<file path="src/rtl/cfg_ld_pkg.sv">
package cfg_ld_pkg;

  typedef enum logic [2:0] {
    ST_IDLE, ST_RST, ST_CHK, ST_HK, ST_GAP, ST_STREAM, ST_POST, ST_ACT
  } ld_state_e;

  // cycles a two-flop synchronizer needs before a sample is trusted
  localparam int SYNC_WAIT = 3;

  function automatic int ns_to_cycles(longint clk_hz, longint ns);
    return int'((clk_hz * ns + 64'd999_999_999) / 64'd1_000_000_000);
  endfunction

  function automatic int bits_to_bytes(int bits);
    return (bits + 7) / 8;
  endfunction

  function automatic longint sck_rate(longint clk_hz, int div);
    return clk_hz / longint'(div);
  endfunction

  function automatic int max3(int a, int b, int c);
    int m;
    m = (a > b) ? a : b;
    return (m > c) ? m : c;
  endfunction

endpackage

</file>
<file path="src/rtl/cfg_ld_sync.sv">
module cfg_ld_sync (
  input  logic clk,
  input  logic rst_n,
  input  logic d_i,
  output logic q_o
);
  logic meta_q;

  always_ff @(posedge clk or negedge rst_n) begin
    if (!rst_n) begin
      meta_q <= 1'b0;
      q_o    <= 1'b0;
    end else begin
      meta_q <= d_i;
      q_o    <= meta_q;
    end
  end
endmodule

</file>
<file path="src/rtl/cfg_ld_shift.sv">
module cfg_ld_shift #(
  parameter int SCK_DIV = 8
) (
  input  logic       clk,
  input  logic       rst_n,
  input  logic       load_i,
  input  logic [7:0] byte_i,
  output logic       sck_o,
  output logic       mosi_o,
  output logic       busy_o,
  output logic       done_o
);
  localparam int HALF = SCK_DIV / 2;
  localparam int CW   = $clog2(HALF + 1);
  localparam logic [CW-1:0] HALF_LAST = CW'(HALF - 1);

  logic [7:0]    sh_q;
  logic [2:0]    bit_q;
  logic [CW-1:0] cnt_q;
  logic          act_q;

  // named events for the checks below
  logic half_end, fall_evt;
  assign half_end = act_q && (cnt_q == HALF_LAST);
  assign fall_evt = half_end && sck_o;

  always_ff @(posedge clk or negedge rst_n) begin
    if (!rst_n) begin
      sh_q   <= '0;
      bit_q  <= '0;
      cnt_q  <= '0;
      act_q  <= 1'b0;
      sck_o  <= 1'b0;
      done_o <= 1'b0;
    end else begin
      done_o <= 1'b0;
      if (load_i) begin
        sh_q  <= byte_i;
        bit_q <= '0;
        cnt_q <= '0;
        act_q <= 1'b1;
        sck_o <= 1'b0;
      end else if (act_q) begin
        if (half_end) begin
          cnt_q <= '0;
          if (!sck_o) begin
            sck_o <= 1'b1;
          end else begin
            sck_o <= 1'b0;
            if (bit_q == 3'd7) begin
              act_q  <= 1'b0;
              done_o <= 1'b1;
            end else begin
              bit_q <= bit_q + 3'd1;
              sh_q  <= {sh_q[6:0], 1'b0};
            end
          end
        end else begin
          cnt_q <= cnt_q + CW'(1);
        end
      end
    end
  end

  assign mosi_o = act_q & sh_q[7];
  assign busy_o = act_q;

  a_r4_mosi_steady_high: assert property (@(posedge clk) disable iff (!rst_n)
    (sck_o && act_q) |=> ($stable(mosi_o) || !sck_o));
  a_r4_load_only_idle: assert property (@(posedge clk) disable iff (!rst_n)
    load_i |-> !busy_o);
  a_r4_sck_idle_low: assert property (@(posedge clk) disable iff (!rst_n)
    !act_q |-> !sck_o);
endmodule

</file>
<file path="src/rtl/cfg_ld_top.sv">
module cfg_ld_top
  import cfg_ld_pkg::*;
#(
  parameter longint CLK_HZ  = 100_000_000,
  parameter int     SCK_DIV = 8,
  parameter int     RST_CYC = ns_to_cycles(CLK_HZ, 1000),
  parameter int     HK_CYC  = ns_to_cycles(CLK_HZ, 1_200_000)
) (
  input  logic       clk,
  input  logic       rst_n,
  input  logic       start_i,
  input  logic       partial_i,
  input  logic [7:0] s_data_i,
  input  logic       s_valid_i,
  input  logic       s_last_i,
  output logic       s_ready_o,
  input  logic       cdone_i,
  output logic       creset_n_o,
  output logic       cs_n_o,
  output logic       sck_o,
  output logic       mosi_o,
  output logic       busy_o,
  output logic       ok_o,
  output logic       err_o
);
  localparam int ACT_BYTES = bits_to_bytes(49);
  localparam int TMAX      = max3(RST_CYC, HK_CYC, max3(SCK_DIV, SYNC_WAIT, 1));
  localparam int TW        = $clog2(TMAX + 1);
  localparam int AW        = $clog2(ACT_BYTES + 1);
  localparam logic [TW-1:0] T_RST  = TW'(RST_CYC - 1);
  localparam logic [TW-1:0] T_HK   = TW'(HK_CYC - 1);
  localparam logic [TW-1:0] T_GAP  = TW'(SCK_DIV - 1);
  localparam logic [TW-1:0] T_SYNC = TW'(SYNC_WAIT - 1);
  localparam logic [AW-1:0] A_ALL  = AW'(ACT_BYTES);

  initial begin : p_param_check
    assert (sck_rate(CLK_HZ, SCK_DIV) >= 64'd1_000_000 &&
            sck_rate(CLK_HZ, SCK_DIV) <= 64'd25_000_000 &&
            SCK_DIV >= 2 && (SCK_DIV % 2) == 0 && RST_CYC >= 1 && HK_CYC >= 1)
      else $error("cfg_ld_top: SPI clock or delay parameters out of range");
  end

  ld_state_e     state_q;
  logic [TW-1:0] tmr_q;
  logic [AW-1:0] act_cnt_q;
  logic          last_q;
  logic          done_s;

  logic tx_load, tx_busy, tx_done;
  logic [7:0] tx_byte;

  cfg_ld_sync u_sync (
    .clk   (clk),
    .rst_n (rst_n),
    .d_i   (cdone_i),
    .q_o   (done_s)
  );

  // named events
  logic go_full, go_part, pre_fail, post_fail, fire, act_load, act_finish;
  assign go_full    = (state_q == ST_IDLE) && start_i && !partial_i;
  assign go_part    = (state_q == ST_IDLE) && start_i && partial_i;
  assign pre_fail   = (state_q == ST_CHK) && (tmr_q == T_SYNC) && done_s;
  assign post_fail  = (state_q == ST_POST) && (tmr_q == T_SYNC) && !done_s;
  assign s_ready_o  = (state_q == ST_STREAM) && !tx_busy && !last_q;
  assign fire       = s_ready_o && s_valid_i;
  assign act_load   = (state_q == ST_ACT) && !tx_busy && (act_cnt_q < A_ALL);
  assign act_finish = (state_q == ST_ACT) && tx_done && (act_cnt_q == A_ALL);
  assign tx_load    = fire | act_load;
  assign tx_byte    = (state_q == ST_STREAM) ? s_data_i : 8'h00;

  cfg_ld_shift #(.SCK_DIV(SCK_DIV)) u_shift (
    .clk    (clk),
    .rst_n  (rst_n),
    .load_i (tx_load),
    .byte_i (tx_byte),
    .sck_o  (sck_o),
    .mosi_o (mosi_o),
    .busy_o (tx_busy),
    .done_o (tx_done)
  );

  always_ff @(posedge clk or negedge rst_n) begin
    if (!rst_n) begin
      state_q   <= ST_IDLE;
      tmr_q     <= '0;
      act_cnt_q <= '0;
      last_q    <= 1'b0;
      ok_o      <= 1'b0;
      err_o     <= 1'b0;
    end else begin
      case (state_q)
        ST_IDLE: begin
          tmr_q <= '0;
          if (start_i) begin
            ok_o   <= 1'b0;
            err_o  <= partial_i;
            last_q <= 1'b0;
            if (!partial_i) state_q <= ST_RST;
          end
        end
        ST_RST: begin
          if (tmr_q == T_RST) begin
            tmr_q   <= '0;
            state_q <= ST_CHK;
          end else tmr_q <= tmr_q + TW'(1);
        end
        ST_CHK: begin
          if (tmr_q == T_SYNC) begin
            tmr_q <= '0;
            if (done_s) begin
              err_o   <= 1'b1;
              state_q <= ST_IDLE;
            end else state_q <= ST_HK;
          end else tmr_q <= tmr_q + TW'(1);
        end
        ST_HK: begin
          if (tmr_q == T_HK) begin
            tmr_q   <= '0;
            state_q <= ST_GAP;
          end else tmr_q <= tmr_q + TW'(1);
        end
        ST_GAP: begin
          if (tmr_q == T_GAP) begin
            tmr_q   <= '0;
            state_q <= ST_STREAM;
          end else tmr_q <= tmr_q + TW'(1);
        end
        ST_STREAM: begin
          if (fire) last_q <= s_last_i;
          if (tx_done && last_q) begin
            tmr_q   <= '0;
            state_q <= ST_POST;
          end
        end
        ST_POST: begin
          if (tmr_q == T_SYNC) begin
            tmr_q     <= '0;
            act_cnt_q <= '0;
            if (!done_s) begin
              err_o   <= 1'b1;
              state_q <= ST_IDLE;
            end else state_q <= ST_ACT;
          end else tmr_q <= tmr_q + TW'(1);
        end
        ST_ACT: begin
          if (act_load) act_cnt_q <= act_cnt_q + AW'(1);
          if (act_finish) begin
            ok_o    <= 1'b1;
            state_q <= ST_IDLE;
          end
        end
        default: state_q <= ST_IDLE;
      endcase
    end
  end

  assign creset_n_o = (state_q != ST_RST);
  assign cs_n_o     = !((state_q == ST_RST) || (state_q == ST_CHK) || (state_q == ST_HK) ||
                        (state_q == ST_STREAM) || (state_q == ST_ACT));
  assign busy_o     = (state_q != ST_IDLE);

  a_r1_cs_with_reset: assert property (@(posedge clk) disable iff (!rst_n)
    !creset_n_o |-> !cs_n_o);
  a_r1_pins_together: assert property (@(posedge clk) disable iff (!rst_n)
    go_full |=> (!creset_n_o && !cs_n_o));
  a_r2_no_clock_on_pre_fail: assert property (@(posedge clk) disable iff (!rst_n)
    pre_fail |=> (err_o && !busy_o && !sck_o));
  a_r4_sck_inside_cs: assert property (@(posedge clk) disable iff (!rst_n)
    sck_o |-> !cs_n_o);
  a_r5_ready_inside_cs: assert property (@(posedge clk) disable iff (!rst_n)
    s_ready_o |-> (!cs_n_o && creset_n_o));
  a_r6_post_fail_quiet: assert property (@(posedge clk) disable iff (!rst_n)
    post_fail |=> (err_o && cs_n_o && creset_n_o && !busy_o));
  a_r7_ok_from_act: assert property (@(posedge clk) disable iff (!rst_n)
    $rose(ok_o) |-> $past(act_finish));
  a_r8_partial_no_pins: assert property (@(posedge clk) disable iff (!rst_n)
    go_part |=> (err_o && creset_n_o && cs_n_o && !busy_o));
  a_r9_err_holds: assert property (@(posedge clk) disable iff (!rst_n)
    (err_o && !start_i) |=> err_o);
  a_r9_flags_exclusive: assert property (@(posedge clk) disable iff (!rst_n)
    !(err_o && ok_o));
  a_r10_busy_after_start: assert property (@(posedge clk) disable iff (!rst_n)
    go_full |=> busy_o);
endmodule

</file>
<file path="config.mk">
export PLATFORM = sky130hd
export DESIGN_NAME = cfg_ld_top
export DESIGN_NICKNAME = d
export VERILOG_FILES = /design/src/rtl/cfg_ld_pkg.sv /design/src/rtl/cfg_ld_sync.sv /design/src/rtl/cfg_ld_shift.sv /design/src/rtl/cfg_ld_top.sv
export SDC_FILE = /design/constraint.sdc
export NUM_CORES = 1
export LEC_CHECK = 0
export BUFFER_PORTS_ARGS = -buffer_cell sky130_fd_sc_hd__buf_2
export CAP_MARGIN = 20
export CELL_PAD_IN_SITES_DETAIL_PLACEMENT = 1
export CELL_PAD_IN_SITES_GLOBAL_PLACEMENT = 2
export CORE_MARGIN = 8
export CORE_UTILIZATION = 40
export CTS_CLUSTER_DIAMETER = 30
export CTS_CLUSTER_SIZE = 24
export DETAILED_ROUTE_END_ITERATION = 10
export GPL_ROUTABILITY_DRIVEN = 1
export PLACE_DENSITY_LB_ADDON = 0.1
export SLEW_MARGIN = 25
export SYNTH_ARGS = -nofsm -noshare
export SYNTH_HDL_FRONTEND = slang
export SYNTH_HIERARCHICAL = 1
export SYNTH_SLANG_ARGS = --single-unit
</file>
<file path="constraint.sdc">
create_clock -name clk -period 3.6 [get_ports clk]
set_clock_uncertainty 0.05 [all_clocks]
set_input_delay 0.36 -clock clk [delete_from_list [all_inputs] [get_ports clk]]
set_output_delay 0.36 -clock clk [all_outputs]
set_load 0.005 [all_outputs]
</file>
==> results of run 1 <==
## per-layer routing
| metal | share of wire [%] | wire [um] | GRT usage [%] |
|---|---|---|---|
| met1 | 47 | 2940 | 16.4 |
| met3 | 1.6 | 98 | 2.35 |
| met4 | 1.9 | 116 | 5.59 |
| met5 | 0 | 0 | 0 |
| met2 | 49 | 3070 | 24.0 |
## logic make-up (layout without fill, tap and decap cells)
kind of cell	Yosys count	in the layout
buffers and inverters	27	42
AOI/OAI and AO/OA	90	90
muxes	2	2
and+or+nand+nor	116	116
xor gates and xnor gates	2	2
DFF	45	45
adders and majority gates	8	8
## Yosys cell counts, drive strengths merged (8+ instances only)
| cell type | instances |
|---|---|
| ha | 8 |
| dfrtp | 45 |
| nor2 | 15 |
| nand3 | 12 |
| inv | 11 |
| nand2 | 22 |
| nor2b | 10 |
| buf | 9 |
| and2 | 10 |
| o21ai | 31 |
| a21oi | 29 |
| a31oi | 12 |
## flip-flops by register name, summed over array words and instances (netlist names)
| register | flops |
|---|---|
| tmr_q | 17 |
| u_shift/sh_q | 8 |
| act_cnt_q | 3 |
| state_q | 3 |
| u_shift/bit_q | 3 |
| u_shift/cnt_q | 3 |
| err_o | 1 |
| last_q | 1 |
| ok_o | 1 |
| u_shift/busy_o | 1 |
| u_shift/done_o | 1 |
| u_shift/sck_o | 1 |
| u_sync/meta_q | 1 |
| u_sync/q_o | 1 |
## per-stage QoR
step	utilization, %	std cells	total power, W	setup WS [ns]	hold WS (ns)
after CTS	44.9	382	0.00202	1.17	0.0951
after global routing	44.9	382	0.00216	0.942	0.102
final	44.9	382	0.00199	1.19	0.0844
after global placement	43.3	374	0.00163	1.22	0.294
after floorplan	-	290	0.00147	1.61	0.0144
after detailed placement	43.3	374	0.00165	1.20	0.297
## power by group through the flow
stage / Combinational, W / Sequential [W] / Clock [W]
3_3_place_gp: 0.000805 / 0.000828 / 0
5_1_grt: 0.000919 / 0.000854 / 0.000385
4_1_cts: 0.000823 / 0.000823 / 0.000372
3_5_place_dp: 0.000819 / 0.000833 / 0
6_report: 0.000805 / 0.000822 / 0.000359
2_1_floorplan: 0.000741 / 0.000733 / 0
## how the worst max path moves through the flow
stage | from | endpoint | slack, ns
2_1_floorplan | tmr_q[0]$_DFFE_PN0P_ | tmr_q[5]$_DFFE_PN0P_ | 1.61
3_3_place_gp | tmr_q[0]$_DFFE_PN0P_ | tmr_q[3]$_DFFE_PN0P_ | 1.22
3_5_place_dp | tmr_q[0]$_DFFE_PN0P_ | tmr_q[3]$_DFFE_PN0P_ | 1.20
4_1_cts | tmr_q[0]$_DFFE_PN0P_ | tmr_q[3]$_DFFE_PN0P_ | 1.17
5_1_grt | tmr_q[0]$_DFFE_PN0P_ | tmr_q[3]$_DFFE_PN0P_ | 0.94
6_report | tmr_q[0]$_DFFE_PN0P_ | tmr_q[3]$_DFFE_PN0P_ | 1.19
## layout make-up
type / count / area, um^2 / area share [%]
Multi-Input combinational cell: 218 / 1380 / 48.3
Sequential cell: 45 / 1130 / 39.3
Timing Repair Buffer: 23 / 118 / 4.10
Clock buffer: 7 / 96.3 / 3.36
Tap cell: 77 / 96.3 / 3.36
Inverter: 11 / 41.3 / 1.44
Clock inverter: 1 / 5.00 / 0.175
==> run_results.csv, run 1 <==
group,metric,value,unit
die,coreArea,0.00639,mm^2
setup_path,critPathMaxFanout,15,
yosys,ys_types,54,
timing,min_period,2.41,ns
route,vias_per_cell,5.78,
placement,place_hpwl,4350,um
timing,final.setup.tns,0,ns
layout,final_layout_size_suffix_gt1_share,16.7,%
power,seqPwrFrac,41.4,%
power,p_int,0.00115,W
yosys,synth_cells,290,
clocking,cts_tree,"done",
clocking,post-cts-setup-buffers,0,
layout,final_common_cell,"dfrtp_1",
grt,grt_util_all_layers,13.8,%
grt,antenna_found_initial,0,
yosys,ys.warnings.count,6,
setup_path,r2r_cells,8,
timing,rsz0062_at_grt,"no",
yosys,ys_top_cells_by_area,"dfrtp_1, a21oi_1, o21ai_0",
setup_path,worstReg2RegEnd,"tmr_q[3]$_DFFE_PN0P_",
route,routed_wl,6230,um
setup_path,crit_slowest_cell,"dfrtp_1",
clocking,root_buffer,"clkbuf_8",
yosys,syn-cell-area,0.00265,mm^2
setup_path,crit_arrival,2.55,ns
yosys,synth_compound_area_share,20.1,%
worst_hold_path,hp-class,"in2async",
placement,io_buffer_count,22,
yosys,post-synth-top-area-fraction,42.5,%
power,leakage,1.26,nW
yosys,synth.area.mux_share,0.850,%
route,dr.pass1.iters,4,
grt,grt_pass1_vias,2312,
layout,areaGrowthSynthToFinish,8.12,%
route,drc,0,
setup_path,endpoint_kind,"flop",
setup_path,cp.buffers_inverters,1,
timing,hold_violations,0,
setup_path,critPathMaxStageDelay,0.47,ns
power,max-vdd-ir-drop,0.406,mV
die,die-height,97.4,um
yosys,ys_seq_elements,45,
power,combPwrFrac,40.5,%
setup_path,crit_chain,"inv_1 > ha_1 > nor4b_1 > nand4_1 > a22oi_2 > nand3_2 > a41oi_1 > a31oi_1",
clocking,cts_resized,0,
grt,overflow,0,
die,rows,29,
yosys,synth_ff_type,"dfrtp_1",
yosys,synthSimpleGateAreaFrac,26.8,%
layout,layout.nets,327,
yosys,postSynth.asyncResetShare,100,%
clocking,clock_path_buffers,2,
power,switchingPower,0.000830,W
yosys,avgSynthCellArea,9.14,um^2
timing,drv_slew,0,
setup_path,crit_type,"reg2reg",
yosys,yosys.area_share.adder,3.78,%
timing,finalCritPeriodShare,67.0,%
status,status,"complete, no violations",
layout,final_cell_mix,"dfrtp_1, a21oi_1, o21ai_0",
die,die-area,0.00949,mm^2
die,initial_core_util,41.5,%
die,ios,23,
route,wire_per_inst,16.3,um
route,vias,2209,
timing,fmaxAchievable,0.414,GHz
yosys,synth_top_family_by_area,"simple AND/OR/NAND/NOR gates",
clocking,h-tree-depth,2,
timing,setup_viol,0,
yosys,synth_edf_count,0,
clocking,clock_latency,0.31,ns
setup_path,path_delay_family,"simple AND/OR/NAND/NOR gates",
layout,nFillCells,739,
clocking,holdBufCountCts,0,
clocking,clkTransAtPathRegs,0.09,ns
placement,place_congestion,0.716,
power,switching_share,41.8,%
setup_path,crit_cells,8,
setup_path,rr_startpoint,"tmr_q[0]$_DFFE_PN0P_",
placement,placed_area,0.00276,mm^2
setup_path,crit_required,3.74,ns
die,die_w,97.4,um
layout,diodes,0,
yosys,synth_fp_nets,313,
grt,grt_pass1_wl,11100,um
power,p_clk_share,18.1,%
power,power.density,693,mW/mm^2
clocking,cts_buffers,5,
yosys,synth-xor-area-share,0.661,%
route,drtIter0Drc,63,
job,cap_viol_max_count,0,
route,detail-route-antenna-nets,0,
clocking,cts_sinks,45,
setup_path,r2r_slack,1.19,ns
timing,timing.slew.headroom,48.3,%
layout,final_area,0.00287,mm^2
setup_path,cp-start-kind,"flop",
yosys,yosysSeqAreaShare,42.5,%
yosys,yosys.area.top_type,"dfrtp_1",
grt,grt_max_degree,46,
timing,worst_slew_pin_slew,0.773,ns
(Power assumes the default switching activity.)
==> run 2, diff against run 1 <==
--- a/config.mk
+++ b/config.mk
@@ -10,7 +10,7 @@
 export CELL_PAD_IN_SITES_DETAIL_PLACEMENT = 1
 export CELL_PAD_IN_SITES_GLOBAL_PLACEMENT = 2
 export CORE_MARGIN = 8
-export CORE_UTILIZATION = 40
+export CORE_UTILIZATION = 34
 export CTS_CLUSTER_DIAMETER = 30
 export CTS_CLUSTER_SIZE = 24
 export DETAILED_ROUTE_END_ITERATION = 10
==> constraint.sdc (replaced) <==
create_clock -name clk -period 2.2 [get_ports clk]
set_clock_uncertainty 0.05 [all_clocks]
set_input_delay 0.22 -clock clk [delete_from_list [all_inputs] [get_ports clk]]
set_output_delay 0.22 -clock clk [all_outputs]
set_load 0.005 [all_outputs]
==> run 2 against run 1 <==
Compared with the run above: clock-buffer cell count stayed put; global-route usage is 0.97 points lower; critical endpoint is now tmr_q[7]$_DFFE_PN0P_; critical path type unchanged; worst setup slack worse by 1.0 ns; via count is 2.2% higher; non-clock buffer count is 20 higher; flip-flop and latch count stayed put; first-iteration DRC count is 9.5% higher; register-to-register slack worse by 1.0 ns; cell area is 7.9% higher; sequential share of layout area is 2.9 points lower; critical path depth is 1 lower.
==> run_results.csv, run 2 (synthesis gave the netlist of run 1 again) <==
group,metric,value,unit
grt,grt_pass1_vias,2432,
placement,placed_area,0.00293,mm^2
status,status,"complete, no violations",
setup_path,crit_slowest_cell,"or3_2",
layout,layout.nets,347,
clocking,root_buffer,"clkbuf_8",
die,die_w,104,um
die,initial_core_util,34.7,%
grt,grt_util_all_layers,12.8,%
die,ios,23,
timing,setup_viol,0,
grt,antenna_found_initial,0,
setup_path,endpoint_kind,"flop",
timing,timing.slew.headroom,63.5,%
timing,drv_slew,0,
job,cap_viol_max_count,0,
clocking,h-tree-depth,2,
clocking,clock_path_buffers,2,
worst_hold_path,worstHoldStart,"partial_i",
setup_path,r2r_slack,0.14,ns
power,leakage,1.36,nW
worst_hold_path,hp-class,"in2reg",
setup_path,cp-start-kind,"flop",
route,drtIter0Drc,69,
die,coreArea,0.00765,mm^2
timing,rsz0062_at_grt,"no",
layout,final_layout_size_suffix_gt1_share,21.8,%
route,routed_wl,6650,um
timing,min_period,2.06,ns
layout,largest_reg_flops,17,
setup_path,crit_arrival,2.22,ns
timing,finalCritPeriodShare,93.6,%
grt,grt_max_degree,26,
clocking,cts_sinks,45,
route,m1WireLength,3200,um
setup_path,crit_required,2.36,ns
power,power.density,1150,mW/mm^2
layout,fin_cells,427,
placement,place_hpwl,4880,um
worst_hold_path,worstHoldPathCells,3,
clocking,clock_latency,0.29,ns
setup_path,critPathMaxStageDelay,0.45,ns
worst_hold_path,hold_path_end,"err_o$_DFFE_PN0P_",
layout,final_area,0.00309,mm^2
route,routed.top_layer,"met4",
route,vias_per_cell,5.29,
layout,regMostFlops,"tmr_q",
grt,overflow,0,
setup_path,critPathMaxFanout,13,
layout,top_regs,"tmr_q (17), u_shift/sh_q (8)",
layout,diodes,0,
timing,worst_slew_pin_slew,0.545,ns
grt,grt_pass1_wl,11800,um
die,rows,32,
setup_path,rr_startpoint,"tmr_q[0]$_DFFE_PN0P_",
timing,final.setup.tns,0,ns
placement,io_buffer_count,22,
setup_path,worstReg2RegEnd,"tmr_q[7]$_DFFE_PN0P_",
route,vias,2257,
route,dr.pass1.iters,4,
layout,fin_util,40.4,%
clocking,clkTransAtPathRegs,0.09,ns
timing,hold_violations,0,
placement,dp.cells,415,
layout,areaGrowthSynthToFinish,16.7,%
setup_path,crit_chain,"ha_1 > and4b_1 > nand4_1 > nand3_1 > and3_4 > or3_2 > o21ai_0",
route,drc,0,
setup_path,r2r_cells,7,
route,wire_per_inst,15.6,um
route,detail-route-antenna-nets,0,
route,met3_length,102,um
layout,final_common_cell,"dfrtp_1",
clocking,cts_tree,"done",
die,die-height,104,um
power,max-vdd-ir-drop,0.419,mV
placement,place_congestion,0.715,
route,wl_met2,3320,um
timing,fmaxAchievable,0.486,GHz
die,die-area,0.0109,mm^2
setup_path,crit_type,"reg2reg",
layout,final_cell_mix,"dfrtp_1, a21oi_1, o21ai_0",
clocking,cts_buffers,5,
layout,nFillCells,913,
## run 2: changes by cell type in the layout (fill, tap and decap cells not counted), sizes merged
cell / delta
clkinv: -1
dlygate4sd3: +2
bufinv: +1
buf: +18
## run 2: how the worst max path moves through the flow
stage / startpoint / cells after the start / to
5_1_grt: tmr_q[0]$_DFFE_PN0P_ / 8 / tmr_q[6]$_DFFE_PN0P_
3_5_place_dp: tmr_q[1]$_DFFE_PN0P_ / 7 / tmr_q[5]$_DFFE_PN0P_
6_report: tmr_q[0]$_DFFE_PN0P_ / 7 / tmr_q[7]$_DFFE_PN0P_
4_1_cts: tmr_q[1]$_DFFE_PN0P_ / 7 / tmr_q[6]$_DFFE_PN0P_
2_1_floorplan: tmr_q[0]$_DFFE_PN0P_ / 9 / tmr_q[5]$_DFFE_PN0P_
3_3_place_gp: tmr_q[1]$_DFFE_PN0P_ / 7 / tmr_q[9]$_DFFE_PN0P_
## run 2: report_power, final
group	internal (W)	switching [W]
registers	0.00106	0.000221
clock network	0.000371	0.000283
logic	0.000740	0.000887
## run 2: routing by layer
| layer | track usage [%] | up-vias |
|---|---|---|
| li1 | - | 1116 |
| met1 | 16.0 | 1122 |
| met2 | 22.4 | 17 |
| met3 | 2.29 | 2 |
| met4 | 2.79 | 0 |
| met5 | 0 | - |
## run 2: worst max-delay path: cells and delay by family, from the launching register on
| kind | cells | cell delay (ns) |
|---|---|---|
| compound gates | 1 | 0.09 |
| simple gates | 5 | 1.15 |
| fa+ha+maj | 1 | 0.25 |
| flops | 1 | 0.43 |
## run 2: timing repair
action | 4_1_cts | 5_1_grt
hold buffers | 2 | 0
setup endpoints to repair | 0 | 16
gates resized for setup | 0 | 3
hold endpoints to repair | 15 | 0
buffers inserted | 0 | 2
## run 2: per-stage QoR
step,total power (W),setup slack [ns],hold WS [ns]
5_1_grt,0.00390,0.00314,0.121
4_1_cts,0.00357,0.0647,0.115
6_report,0.00356,0.141,0.125
3_5_place_dp,0.00289,0.0747,0.114
2_1_floorplan,0.00241,0.208,-0.126
3_3_place_gp,0.00286,0.144,0.114
## run 2: final cells by class
cell class                      count  area (um^2)  share of cell area (%)
Inverter                           11         41.3                    1.33
Clock inverter                      1         30.0                   0.971
Sequential cell                    45         1130                    36.4
Timing Repair Buffer               43          285                    9.22
Clock buffer                        7         86.3                    2.79
Tap cell                          102          128                    4.13
Multi-Input combinational cell    218         1400                    45.1
